File: src/rtl/clk_prescaler.sv
module clk_prescaler #(
  parameter int DATA_W    = 8,
  parameter int CODE_W    = 4,
  parameter int MAX_CODE  = 8,
  parameter int WIN_CYC   = 4,
  parameter int FUSE_CODE = 3
) (
  input  logic              clk,
  input  logic              rst_n,
  input  logic              fuse_div8,
  input  logic              wr_en,
  input  logic [DATA_W-1:0] wr_data,
  output logic [DATA_W-1:0] rd_data,
  output logic              clk_en
);
  localparam int CNT_W = MAX_CODE;
  localparam int WIN_W = $clog2(WIN_CYC + 1);
  localparam logic [CODE_W-1:0] RST_CODE = CODE_W'(FUSE_CODE);

  logic [CODE_W-1:0] reg_code, act_code;
  logic [CNT_W-1:0]  cnt, lim;
  logic [CNT_W:0]    fac;
  logic [WIN_W-1:0]  win_cnt;

  wire win_open = win_cnt != '0;
  wire unlk_wr  = wr_en && wr_data[DATA_W-1] && (wr_data[CODE_W-1:0] == '0);
  wire data_wr  = wr_en && !unlk_wr && win_open;
  wire code_ok  = wr_data[CODE_W-1:0] <= CODE_W'(MAX_CODE);

  always_ff @(posedge clk) begin
    if (!rst_n)        win_cnt <= '0;
    else if (unlk_wr)  win_cnt <= WIN_W'(WIN_CYC);
    else if (data_wr)  win_cnt <= '0;
    else if (win_open) win_cnt <= win_cnt - 1'b1;
  end

  always_ff @(posedge clk) begin
    if (!rst_n)                  reg_code <= fuse_div8 ? RST_CODE : '0;
    else if (data_wr && code_ok) reg_code <= wr_data[CODE_W-1:0];
  end

  assign fac    = {{CNT_W{1'b0}}, 1'b1} << act_code;
  assign lim    = CNT_W'(fac - 1'b1);
  assign clk_en = cnt == lim;

  always_ff @(posedge clk) begin
    if (!rst_n) begin
      cnt      <= '0;
      act_code <= fuse_div8 ? RST_CODE : '0;
    end else if (clk_en) begin
      cnt      <= '0;
      act_code <= reg_code;
    end else begin
      cnt      <= cnt + 1'b1;
    end
  end

  assign rd_data = {win_open, {(DATA_W-CODE_W-1){1'b0}}, reg_code};
endmodule

File: config.mk
export PLATFORM = sky130hd
export DESIGN_NAME = clk_prescaler
export DESIGN_NICKNAME = d
export VERILOG_FILES = /design/src/rtl/clk_prescaler.sv
export SDC_FILE = /design/constraint.sdc
export NUM_CORES = 1
export LEC_CHECK = 0
export ABC_CLOCK_PERIOD_IN_PS = 8900
export BUFFER_PORTS_ARGS = -buffer_cell sky130_fd_sc_hd__buf_2
export CAP_MARGIN = 0
export CORE_MARGIN = 2
export CORE_UTILIZATION = 45
export DETAILED_ROUTE_END_ITERATION = 10
export GPL_TIMING_DRIVEN = 0
export PLACE_DENSITY_LB_ADDON = 0.15
export SKIP_LAST_GASP = 1
export SYNTH_ARGS = -nofsm -noshare
export SYNTH_HDL_FRONTEND = slang
export SYNTH_SLANG_ARGS = --single-unit
File: constraint.sdc
create_clock -name clk -period 8.9 [get_ports clk]
set_clock_uncertainty 0.1 [all_clocks]
set_input_delay 2.67 -clock clk [delete_from_list [all_inputs] [get_ports clk]]
set_output_delay 2.67 -clock clk [all_outputs]
set_load 0.01 [all_outputs]
==> impl_metrics.csv <==
group,metric,value,unit
timing,finalCriticalPeriod,5.92,ns
clocking,clk_latency,0.29,ns
critical_path,critPathLaunchType,"register",
placement,port_buffers,14,
floorplan,die_x,53.6,um
logic_synthesis,yosys_warnings,0,
pwr,p_leak,0.000541,uW
route,wirelength,1940,um
placement,dp_hpwl,1500,um
logic_synthesis,syn_inst,123,
timing,worst_slew_pin_slew,0.589,ns
critical_path,crit_type,"register to output pin",
critical_path,required,6.13,ns
finish,multi_input_area,591,um2
clocking,cts_root_buffer,"clkbuf_4",
route,via_per_inst,5.18,
timing,hold_viol_final,0,
global_routing,antenna_found_initial,0,
floorplan,rows,17,
route,drt-initial-drc-count,9,
pwr,p_per_area,180,nW/um2
critical_path,critPathSlowestCell,"a2111oi_4",
timing,timing.final.crit_share,66.5,%
clocking,cts_max_level,1,
timing,grt_setup_unrepaired,"no",
timing,setup-tns-final,0,ns
clocking,clockBufferDepth,2,
logic_synthesis,synth-seq-area-share,41.5,%
global_routing,grtUsageTotal,16.5,%
global_routing,grt_pass1_wl,3440,um
finish,layout.area.seq,460,um2
clocking,clock_sinks,19,
job,maxCapViolations,0,
route,wire_per_inst,11.4,um
timing,slew_headroom,60.8,%
finish,antennaDiodeCount,0,
critical_path,crit_path_max_fanout,10,
global_routing,grt_max_degree,12,
critical_path,critPathTopFamily,"simple AND/OR/NAND/NOR gates",
logic_synthesis,syn_avg_cell_area,9.01,um2
finish,area_delta_synth_final,12.6,%
floorplan,io_pins,21,
placement,dpl_cell_area,1220,um2
critical_path,max_stage_delay,0.58,ns
floorplan,dieArea,2880,um2
floorplan,core_area,2280,um2
global_routing,grt_pass1_vias,841,
pwr,peakVddDrop,0.000120,V
clocking,cts_buffers,3,
critical_path,crit_path_end_kind,"output pin",
finish,final_area,1250,um2
floorplan,initial_core_util,48.7,%
finish,fillers,225,
logic_synthesis,syn_area,1110,um2
floorplan,die_h,53.6,um
route,drt_pass1_iterations,4,
clocking,post_cts_buffers,0,
logic_synthesis,yosys.area.top_type,"edfxtp_1",
clocking,clkSlewWorstSetupHoldPaths,0.10,ns
critical_path,worstPathCellList,"buf_6, or4_4, ha_1, or3_1, a21oi_1, o21ai_1, a2111oi_4, buf_2",
logic_synthesis,synthTopCellsByArea,"edfxtp_1, dfxtp_1, nand2_1",
global_routing,globalRouteOverflowTotal,0,
outcome,status,"finished, final reports clean",
placement,place.gp.congestion,0.779,
finish,final_cell_mix,"nand2_1, buf_2, nor2_1, dfxtp_1, edfxtp_1",
worst_hold_path,min_path_type,"register to register",
critical_path,crit_buf_inv,2,
clocking,cts-resized-gates,0,
timing,maxSlewViolCount,0,
timing,max_freq,0.169,GHz
logic_synthesis,ys_ff_latch,19,
clocking,cts_tree,"done",
logic_synthesis,ys_types,37,
route,vias,886,
logic_synthesis,synth_top_area_share,21.7,%
finish,num-nets-final,160,
clocking,holdBufCountCts,0,
finish,layout-drive-gt1-share,18.9,%
finish,layout_commonest_cell,"nand2_1",
route,drc,0,
critical_path,worstPathArrival,3.15,ns
timing,setup_violations,0,
route,ant_nets,0,
## cells by family (layout without fill, tap and decap cells)
kind of cell,count (synthesis),after routing,synth area share (%)
AO/OA/AOI/OAI,13,13,9.71
XOR/XNOR,10,10,7.90
AND/OR/NAND/NOR,64,64,29.2
adder cells (fa/ha/maj),4,4,4.51
other,1,3,0.338
flip-flops,19,19,41.5
buffers and inverters,11,29,5.87
multiplexers,1,1,0.903
## metrics by stage
step                      instances  setup slack (ns)  util [%]  hold WS [ns]  total power, uW
after floorplan                 125              3.70         -         0.357              167
after global placement          167              3.34      53.7         0.369              182
after detailed placement        167              3.31      53.7         0.395              185
after CTS                       171              2.94      54.9         0.420              228
after global routing            171              2.80      54.9         0.463              244
final                           171              2.98      54.9         0.408              225
## path summary, 6_finish.rpt
kind	start	cells after the start	slack, ns	endpoint
max reg2reg	act_code[3]	8	5.61	act_code[1]
min reg2reg	win_cnt[1]	2	0.41	win_cnt[1]
min	win_cnt[1]	2	0.41	win_cnt[1]
max	act_code[3]	8	2.98	clk_en
## cells in the mapped netlist
master and number:
o31ai_1 1, buf_4 4, o21a_1 1, conb_1 1, nor4_1 1, nor3_1 4
buf_6 1, buf_1 1, a21oi_1 3, a211oi_1 1, nand3_1 7, nand3b_1 1
inv_1 3, nor2b_1 3, nor3_2 1, clkbuf_1 1, a2bb2oi_1 2, and2_1 4
o21ai_1 2, and3_1 2, mux2i_1 1, nor4b_1 1, nor2_1 11, edfxtp_1 8
a2111oi_4 1, nor3b_1 2, xor2_1 4, or4_4 1, buf_2 1, nand2_1 20
or3_1 3, ha_1 4, a21boi_1 1, dfxtp_1 11, nand2b_1 3, o211ai_1 1
xnor2_1 6
## cell type report
type | count | share of cell area, %
tap | 28 | 2.81
buffer | 8 | 4.31
sequential | 19 | 36.9
timing repair buffer | 14 | 5.61
clock buffer | 3 | 1.80
multi-input combinational | 95 | 47.3
clock inverter | 1 | 0.401
inverter | 3 | 0.902
## layer usage
layer  track usage [%]  wire (um)
met1              19.5        888
met2              29.0        983
met3              2.50         39
met4              7.69         31
met5                 0          0
## report_power, final
group,switching (uW),internal (uW),total (uW)
Sequential,6.91,102,109
Clock,25.4,16.7,42.1
Combinational,38.8,34.9,73.6
Total,71.1,154,225
## state kept, by name (all words and copies together) (netlist names)
| name | count |
|---|---|
| cnt | 8 |
| reg_code | 4 |
| win_cnt | 3 |
| act_code | 4 |
## worst min-delay path, stage by stage (launching register included)
cell	delay, ns
dfxtp_1	0.34
a21oi_1	0.06
nor2_1	0.07
(Power assumes the default switching activity.)
